### src/rtl/pwrkey_pkg.sv
package pwrkey_pkg;
  typedef enum logic [2:0] {
    ST_ON   = 3'd0,
    ST_QUAL = 3'd1,
    ST_WAIT = 3'd2,
    ST_RST  = 3'd3,
    ST_OFF  = 3'd4
  } pk_state_t;
endpackage

### src/rtl/pk_sync.sv
module pk_sync #(
  parameter int W = 4,
  parameter logic [W-1:0] RST_VAL = '0
) (
  input  logic         clk,
  input  logic         rst_n,
  input  logic [W-1:0] d,
  output logic [W-1:0] q
);
  for (genvar i = 0; i < W; i++) begin : g_bit
    logic [1:0] ff_q;
    always_ff @(posedge clk or negedge rst_n) begin
      if (!rst_n) ff_q <= {2{RST_VAL[i]}};
      else        ff_q <= {ff_q[0], d[i]};
    end
    assign q[i] = ff_q[1];
  end
endmodule

### src/rtl/pk_rst_scale.sv
module pk_rst_scale #(
  parameter int T_RST = 7500,
  parameter int CW    = 15
) (
  input  logic [2:0]    code,
  output logic [CW-1:0] limit
);
  localparam int MW = CW + 3;
  logic [3:0]    quarters;
  logic [MW-1:0] prod;

  always_comb begin
    quarters = (code == 3'd7) ? 4'd4 : ({1'b0, code} + 4'd2);
    prod     = MW'(T_RST) * MW'(quarters);
    limit    = prod[CW+1:2];
  end
endmodule

### src/rtl/pk_ctrl_core.sv
module pk_ctrl_core
  import pwrkey_pkg::*;
#(
  parameter int T_ON       = 2300,
  parameter int T_PULSE    = 400,
  parameter int T_OFF      = 7300,
  parameter int T_OFF_FAST = 1,
  parameter int T_FILT     = 1,
  parameter int CW         = 15
) (
  input  logic          clk,
  input  logic          rst_n,
  input  logic          tick,
  input  logic          key_s,
  input  logic          wake_s,
  input  logic          off_s,
  input  logic          dsel_s,
  input  logic [CW-1:0] rst_limit,
  output pk_state_t     st,
  output logic          sw_en,
  output logic          dis_en,
  output logic          key_fall,
  output logic          wake_rise,
  output logic          off_rise,
  output logic          key_lock
);
  localparam logic [CW-1:0] LIM_ON    = CW'(T_ON - 1);
  localparam logic [CW-1:0] LIM_PULSE = CW'(T_PULSE - 1);
  localparam logic [CW-1:0] LIM_OFF   = CW'(T_OFF - 1);
  localparam logic [CW-1:0] LIM_FAST  = CW'(T_OFF_FAST - 1);
  localparam logic [CW-1:0] LIM_FILT  = CW'(T_FILT - 1);

  pk_state_t     st_q, st_n;
  logic [CW-1:0] tmr_q, tmr_n, kcnt_q, kcnt_n, wait_lim;
  logic          lock_q, lock_n, fast_q, fast_n, lock_set;
  logic          key_d, wake_d, off_d;
  logic          key_run, key_zero, hit_rst, hit_on, serve_key, timed;

  always_comb begin
    key_fall  = key_d & ~key_s;
    wake_rise = ~wake_d & wake_s;
    off_rise  = ~off_d & off_s;
    key_zero  = key_fall & ~dsel_s;
    key_run   = ~key_s & ~lock_q & (st_q != ST_RST);
    hit_rst   = key_run & tick & (kcnt_q >= rst_limit - CW'(1));
    hit_on    = key_run & tick & (kcnt_q >= LIM_ON);
    serve_key = key_zero | hit_rst;
    wait_lim  = fast_q ? LIM_FAST : LIM_OFF;
    timed     = (st_q == ST_QUAL) | (st_q == ST_WAIT) | (st_q == ST_RST);
  end

  always_comb begin
    st_n     = st_q;
    fast_n   = fast_q;
    lock_set = 1'b0;
    unique case (st_q)
      ST_ON: begin
        if (serve_key) begin
          st_n = ST_RST; lock_set = 1'b1;
        end else if (!key_fall && !wake_rise && off_rise) begin
          st_n = ST_QUAL; fast_n = ~dsel_s;
        end
      end
      ST_QUAL: begin
        if (serve_key) begin
          st_n = ST_RST; lock_set = 1'b1;
        end else if (key_fall || wake_rise || !off_s) begin
          st_n = ST_ON;
        end else if (tick && (tmr_q >= LIM_FILT)) begin
          st_n = ST_WAIT;
        end
      end
      ST_WAIT: begin
        if (serve_key) begin
          st_n = ST_RST; lock_set = 1'b1;
        end else if (key_fall || wake_rise) begin
          st_n = ST_ON;
        end else if (tick && (tmr_q >= wait_lim)) begin
          st_n = ST_OFF;
        end
      end
      ST_RST: begin
        if (tick && (tmr_q >= LIM_PULSE)) st_n = ST_ON;
        lock_set = 1'b1;
      end
      ST_OFF: begin
        if (key_zero || hit_on) begin
          st_n = ST_ON; lock_set = 1'b1;
        end else if (!key_fall && wake_rise) begin
          st_n = ST_ON; lock_set = 1'b1;
        end
      end
      default: st_n = ST_ON;
    endcase
    lock_n = key_s ? 1'b0 : (lock_q | lock_set);
    kcnt_n = key_run ? (kcnt_q + CW'(tick)) : '0;
    tmr_n  = ((st_n != st_q) || !timed) ? '0 : (tmr_q + CW'(tick));
  end

  always_ff @(posedge clk or negedge rst_n) begin
    if (!rst_n) begin
      st_q   <= ST_ON;
      tmr_q  <= '0;
      kcnt_q <= '0;
      lock_q <= 1'b0;
      fast_q <= 1'b0;
      key_d  <= 1'b1;
      wake_d <= 1'b0;
      off_d  <= 1'b0;
    end else begin
      st_q   <= st_n;
      tmr_q  <= tmr_n;
      kcnt_q <= kcnt_n;
      lock_q <= lock_n;
      fast_q <= fast_n;
      key_d  <= key_s;
      wake_d <= wake_s;
      off_d  <= off_s;
    end
  end

  assign st       = st_q;
  assign key_lock = lock_q;
  assign sw_en    = (st_q == ST_ON) | (st_q == ST_QUAL) | (st_q == ST_WAIT);
  assign dis_en   = (st_q == ST_RST) | (st_q == ST_OFF);
endmodule

### src/rtl/pwrkey_sw_ctrl.sv
module pwrkey_sw_ctrl
  import pwrkey_pkg::*;
#(
  parameter int T_ON       = 2300,
  parameter int T_RST      = 7500,
  parameter int T_PULSE    = 400,
  parameter int T_OFF      = 7300,
  parameter int T_OFF_FAST = 1,
  parameter int T_FILT     = 1
) (
  input  logic       clk,
  input  logic       rst_n,
  input  logic       tick_ms,
  input  logic       pwr_key_n,
  input  logic       wake_in,
  input  logic       off_in,
  input  logic       full_dly,
  input  logic [2:0] rst_scale,
  output logic       sw_en,
  output logic       dis_en
);
  localparam int MAX_A = (2 * T_RST > T_ON) ? 2 * T_RST : T_ON;
  localparam int MAX_B = (T_OFF > T_PULSE) ? T_OFF : T_PULSE;
  localparam int MAX_T = (MAX_A > MAX_B) ? MAX_A : MAX_B;
  localparam int CW    = $clog2(MAX_T + 1) + 1;

  logic [3:0]    sync_q;
  logic [CW-1:0] rst_limit;
  pk_state_t     st;
  logic          key_fall, wake_rise, off_rise, key_lock;

  pk_sync #(.W(4), .RST_VAL(4'b1001)) u_sync (
    .clk(clk), .rst_n(rst_n),
    .d({full_dly, off_in, wake_in, pwr_key_n}),
    .q(sync_q)
  );

  pk_rst_scale #(.T_RST(T_RST), .CW(CW)) u_scale (
    .code(rst_scale), .limit(rst_limit)
  );

  pk_ctrl_core #(
    .T_ON(T_ON), .T_PULSE(T_PULSE), .T_OFF(T_OFF),
    .T_OFF_FAST(T_OFF_FAST), .T_FILT(T_FILT), .CW(CW)
  ) u_core (
    .clk(clk), .rst_n(rst_n), .tick(tick_ms),
    .key_s(sync_q[0]), .wake_s(sync_q[1]), .off_s(sync_q[2]), .dsel_s(sync_q[3]),
    .rst_limit(rst_limit),
    .st(st), .sw_en(sw_en), .dis_en(dis_en),
    .key_fall(key_fall), .wake_rise(wake_rise), .off_rise(off_rise),
    .key_lock(key_lock)
  );
endmodule

### config.mk
export PLATFORM = sky130hd
export DESIGN_NAME = pwrkey_sw_ctrl
export DESIGN_NICKNAME = d
export VERILOG_FILES = /design/src/rtl/pwrkey_pkg.sv /design/src/rtl/pk_sync.sv /design/src/rtl/pk_rst_scale.sv /design/src/rtl/pk_ctrl_core.sv /design/src/rtl/pwrkey_sw_ctrl.sv
export SDC_FILE = /design/constraint.sdc
export NUM_CORES = 1
export LEC_CHECK = 0
export BUFFER_PORTS_ARGS = -buffer_cell sky130_fd_sc_hd__buf_2
export CAP_MARGIN = 40
export CORE_ASPECT_RATIO = 0.8
export CORE_MARGIN = 1
export CORE_UTILIZATION = 55
export DETAILED_ROUTE_END_ITERATION = 8
export GPL_TIMING_DRIVEN = 1
export MAX_ROUTING_LAYER = met4
export PLACE_DENSITY = 0.74
export SYNTH_ARGS = -nofsm -noshare
export SYNTH_HDL_FRONTEND = slang
export SYNTH_HIERARCHICAL = 1
export SYNTH_SLANG_ARGS = --single-unit
### constraint.sdc
create_clock -name clk -period 2.5 [get_ports clk]
set_clock_uncertainty 0.15 [all_clocks]
set_input_delay 0.5 -clock clk [delete_from_list [all_inputs] [get_ports clk]]
set_output_delay 0.5 -clock clk [all_outputs]
set_load 0.005 [all_outputs]
* Yosys cells after proc, flatten, opt, wreduce, memory -nomap -nowiden
Cells that the tools add are included.
Word-level totals: register bits after elaboration 46, input bits 10, output and inout port bits 2, word-level logic and storage cells 89
Cells by class: add/subtract/negate cells 4, $mul 1, order comparisons 5, equality and inequality tests 7, mux-type cells 21, bitwise operators 22, reduce and logical (&&, ||, !) cells 17
Operators with widths (count):
- $mux 3 | 11
- $add 15x1->15 | 2
- $ge 15x15->1 | 2
- $mux 15 | 2
- $ge 15x1->1 const B | 1
- $ge 15x12->1 const B | 1
- $ge 15x9->1 const B | 1
- $mul 11x4->15 const A | 1
- $pmux 3 s5 | 1
- $sub 15x1->15 const B | 1
- $mux 13 | 1
- $and 1x1->1 | 9
- $or 1x1->1 | 7
- $eq 3x2->1 const B | 2
- $eq 3x3->1 const B | 2
- $logic_and 1x1->1 | 6
- $not 1->1 | 6
- $add 3x2->4 const B | 1
- $logic_not 1->1 | 4
- $logic_or 1x1->1 | 4
- $mux 1 | 4
- $mux 4 | 1
- $eq 3x1->1 const B | 1
- $logic_not 3->1 | 1
- 5 further kinds | 5

* Depth between registers and ports, before layout
word-level depth 12, mapped depth 25, gate-level depth less buffers 22

* Cells and area by module
The synthesis kept the hierarchy.
Modules (own cells, without submodules):
- pk_ctrl_core | instances 1, cells each 307, area each 2856.5 um^2, sequential area each 952.2 um^2
- pk_rst_scale | instances 1, cells each 101, area each 797.0 um^2, sequential area each 0.0 um^2
- pk_sync | instances 1, cells each 12, area each 235.2 um^2, sequential area each 205.2 um^2

* Least setup slack after synthesis
OpenSTA, ideal clock, no wires.
kind input-to-reg, start in rst_scale[1], end reg u_core.tmr_q[10], library setup time 0.073 ns, data arrival time 5.214 ns, data required time 2.277 ns, slack -2.937 ns, stages on the path 23, buffers on the path 2, path through buf_6 > inv_1 > ha_1 > and2b_1 > ha_1 > or2_2 > ha_1 > nand4_1 > o2111ai_1 > nand2_1 > xnor2_1 > nor4_1 > nand3_1 > xor2_1 > ha_1 > nand4_1 > or3_4 > a31oi_4 > o31ai_4 > a311oi_4 > o2111ai_4 > buf_6 > a21oi_2
On the way: longest elaborated chain between the ends 12
Ends and longest elaborated chain:
- from (decl) | line pwrkey_sw_ctrl.sv:18 | input logic [2:0] rst_scale,
- $add 3x2->4 or $eq 3x3->1 (tied branches) | line pk_rst_scale.sv:13 | quarters = (code == 3'd7) ? 4'd4 : ({1'b0, code} + 4'd2);
- $mux 4 * | line pk_rst_scale.sv:13
- $mul 11x4->15 * | line pk_rst_scale.sv:14 | prod = MW'(T_RST) * MW'(quarters);
- via rst_limit[9] | line pwrkey_sw_ctrl.sv:28 | logic [CW-1:0] rst_limit;
- $sub 15x1->15 * | line pk_ctrl_core.sv:45 | hit_rst = key_run & tick & (kcnt_q >= rst_limit - CW'(1));
- $ge 15x15->1 * | line pk_ctrl_core.sv:45
- $and 1x1->1 * | line pk_ctrl_core.sv:45
- $or 1x1->1 * | line pk_ctrl_core.sv:47 | serve_key = key_zero | hit_rst;
- $mux 3, on equally long branches | line pk_ctrl_core.sv:74, pk_ctrl_core.sv:58, pk_ctrl_core.sv:65
- $pmux 3 s5 * | line pk_ctrl_core.sv:56 | unique case (st_q)
- $ne 3x3->1 * | line pk_ctrl_core.sv:97 | tmr_n = ((st_n != st_q) || !timed) ? '0 : (tmr_q + CW'(tick));
- $logic_or 1x1->1 * | line pk_ctrl_core.sv:97
- $mux 15 * | line pk_ctrl_core.sv:97
- via u_core.tmr_n[10] | line pk_ctrl_core.sv:34 | logic [CW-1:0] tmr_q, tmr_n, kcnt_q, kcnt_n, wait_lim;
- to (signal assigned) | line pk_ctrl_core.sv:112 | tmr_q <= tmr_n;
- to (decl) | line pk_ctrl_core.sv:34
Mark *: on every way through the listed nets, which the timed path passes. The rest lies on a longest branch. A chain may end at the register's enable or synchronous reset.

* Final worst setup path
start in rst_scale[2], end reg u_core.tmr_q[5]
Same word-level chain as after synthesis.

==> impl_metrics.ini <==
[status]
status = finished with violations
violations = negative setup slack

[clock_tree]
cts_tree = yes
h-tree-depth = 2
cts.sinks = 46
clkLatencyLatePin_ps = 290
clkTransAtPathRegs_ps = 90
cts_root_buf = clkbuf_8
cts_buffers = 5
clockBufferDepth = 2

[timing]
max-slew-margin-rel = 0.526
setup_viol_count_final = 20
final.period_utilization = 2.06
post-route-min-period_ps = 5140
rsz0062_at_grt = true
layout_setup_ws_ps = -2640
max_slew.worst_pin.slew_ps = 710
hold_ws_ps = 96.2
fmax_mhz = 194
final-max-slew-violation-count = 0
finalHoldViolCount = 0

[synthesis]
ys_warn_count = 6
synthesis.nets = 477
yosysTopAreaCell = dfrtp_1
ys_async_sr_fraction = 1.00
synth_edf_count = 0
synth_top_area_share = 0.264
synth_cell_types = 71
syn_inst = 420
ys_ff_latch = 46
syn_avg_cell_area_um2 = 9.26
ys_seq_area_frac = 0.298
synth_ff_type = dfrtp_1
synth_area_leaders = dfrtp_1 (26%), ha_1 (15%), xor2_1 (5.9%)
syn_area_mm2 = 0.00389

[pwr]
vdd.ir_drop.worst_v = 0.000350
finalPower_mw = 2.79
power_density_mw_per_mm2 = 542
p_leak_nw = 2.32

[drt]
drc_errors = 0
dr_total_vias = 3504
firstDrtPassIters = 4
drt-wirelength-per-cell_um = 16.1
viasPerCell = 5.77
wirelength_um = 9780
drt_iter0_markers = 134
antenna_left = 0

[layout]
layout.nets = 576
n_fill_cell = 492
final_cells = 607
ff_latch_area_mm2 = 0.00116
diodes = 0
drive_gt1_frac = 0.373
fin_util = 0.751
fin_area_mm2 = 0.00515
multi_input_area_mm2 = 0.00284
syn_to_final_growth_pct = 32.4

[global_route]
gr-usage-all-layers = 0.281
grt_pass1_wl_um = 16000
grt_pass1_vias = 3545
antenna_found_initial = 0
grt_overflow = 0
grt_max_degree = 34

[die]
pin_count = 12
coreArea_mm2 = 0.00686
initial_utilization = 0.567
std_cell_rows = 27
die_h_um = 77.2
die_area_mm2 = 0.00741
die_w_um = 96.0

[critical_path]
cp-end-kind = flop
cp_max_fo = 6
cp.required_ps = 2580
crit_type = in2reg
critical_path_arrival_ps = 5220
cp-start-kind = primary input

[flow_run]
maxCapViolCount = 0

[min_path]
min_path_type = in2async

[place]
hpwlAfterDp_um = 7100
port_buffers = 11
gp_congestion = 0.968
dp_cells = 585
placedInstanceArea_mm2 = 0.00473
## sequential cells by signal, summed over array words and instances (netlist names), 3 cells and up
signal             cells
u_core/kcnt_q         15
u_core/tmr_q          15
u_sync/g_bit.ff_q      8
u_core/st              3
## metrics by stage
stage / setup slack (ps) / TNS [ps]
finish: -2640 / -51110
global route: -2850 / -55240
CTS: -2440 / -47210
detailed placement: -2830 / -55090
global placement: -2730 / -53370
floorplan: -2560 / -49120
## cell type report
cell class,instances,share of cell area
Clock inverter,3,0.00851
Timing Repair Buffer,107,0.165
Clock buffer,5,0.0134
Multi-Input combinational cell,338,0.552
Inverter,21,0.0160
Tap cell,87,0.0211
Sequential cell,46,0.225
## final timing paths
path | start | end | slack (ps) | cells after the start
max | rst_scale[2] | u_core/tmr_q[5] | -2640 | 23
min | rst_n | u_sync/g_bit[1].ff_q[0] | 100 | 1
max reg2reg | u_core/kcnt_q[4] | u_core/tmr_q[9] | -260 | 9
min reg2reg | u_sync/g_bit[0].ff_q[0] | u_sync/g_bit[0].ff_q[1] | 210 | 0
max in group asynchronous | rst_n | u_core/tmr_q[14] | 1470 | 2
min in group clk | pwr_key_n | u_sync/g_bit[0].ff_q[0] | 150 | 1
## timing repair
item / 4_1_cts / 5_1_grt
pin swaps: 8 / 11
buffers inserted: 8 / 5
hold buffers: 0 / 0
setup endpoints to repair: 20 / 20
cloned: 1 / 0
gates resized for setup: 23 / 20
## cell usage after synthesis (2+ instances only)
cell       count
a2111o_1       3
a211o_1        2
a21boi_0       2
a21o_2         2
a21oi_1       24
a21oi_2       10
a31oi_1        8
and2_1         3
and3_1         7
buf_2          4
buf_4          4
buf_6          3
clkbuf_1       3
dfrtp_1       41
dfstp_2        5
ha_1          46
inv_1         21
nand2_1       28
nand2b_1       2
nand3_1       21
nand3b_1       3
nand4_1       10
nor2_1        31
nor2b_1        5
nor3_1         8
nor4_1         6
o2111ai_1      2
o211ai_1       2
o21ai_0       15
o311ai_1       4
o31ai_4        2
or2_2          3
or3_1          7
or3b_4         2
xnor2_1       20
xor2_1        26
## where the power goes
part           switching, mW  leakage (nW)  internal [mW]
clock network          0.259        0.0585          0.300
logic                  0.703          1.66          0.663
registers             0.0676         0.604          0.795
total                   1.03          2.32           1.76
## routing by layer
layer	up-vias	track usage	part of all wire
met1	1683	0.385	0.46
li1	1723	-	-
met2	82	0.435	0.48
met4	0	0.0731	0.015
met5	-	-	0
met3	16	0.0397	0.041
## cell families (layout without fill, tap and decap cells)
kind of cell    count (synthesis)  after routing  synth area share
fa+ha+maj                      47             47             0.153
simple gates                  146            146             0.198
xor+xnor                       46             46             0.104
buf+inv                        36            136            0.0457
flops                          46             46             0.298
mux                             2              2           0.00547
compound gates                 96             96             0.195
other cells                     1              1          0.000964
## worst max-delay path, cell delays in order
cell and delay, ps:
buf_4 130, ha_1 190, and2_1 160, ha_2 200
xor2_1 160, ha_1 310, ha_4 280, a21oi_4 190
nand3_4 130, a211oi_4 300, xnor2_2 110, or3_4 360
nor3_4 210, xnor2_2 100, ha_1 330, nand4_1 130
nor2_2 140, o31a_1 300, o31ai_4 130, a311oi_4 290
o2111ai_4 220, clkbuf_16 230, a21oi_2 120
## layout by cell type, fill, tap and decap left out, types with 4 or more instances in the layout
master and n:
nor2_1 28, nor3_1 5, o21ai_0 13, xor2_1 25, nand3_1 18, and3_1 7
dfrtp_1 41, nand4_1 10, inv_1 19, clkbuf_8 5, buf_2 9, a31oi_1 7
a21oi_1 17, a21oi_2 16, ha_1 40, buf_4 92, xnor2_2 4, nand2_1 26
nor2b_1 4, or3_1 6, xnor2_1 16, dfstp_2 5
Note: power is estimated with default switching activity, not from simulation.
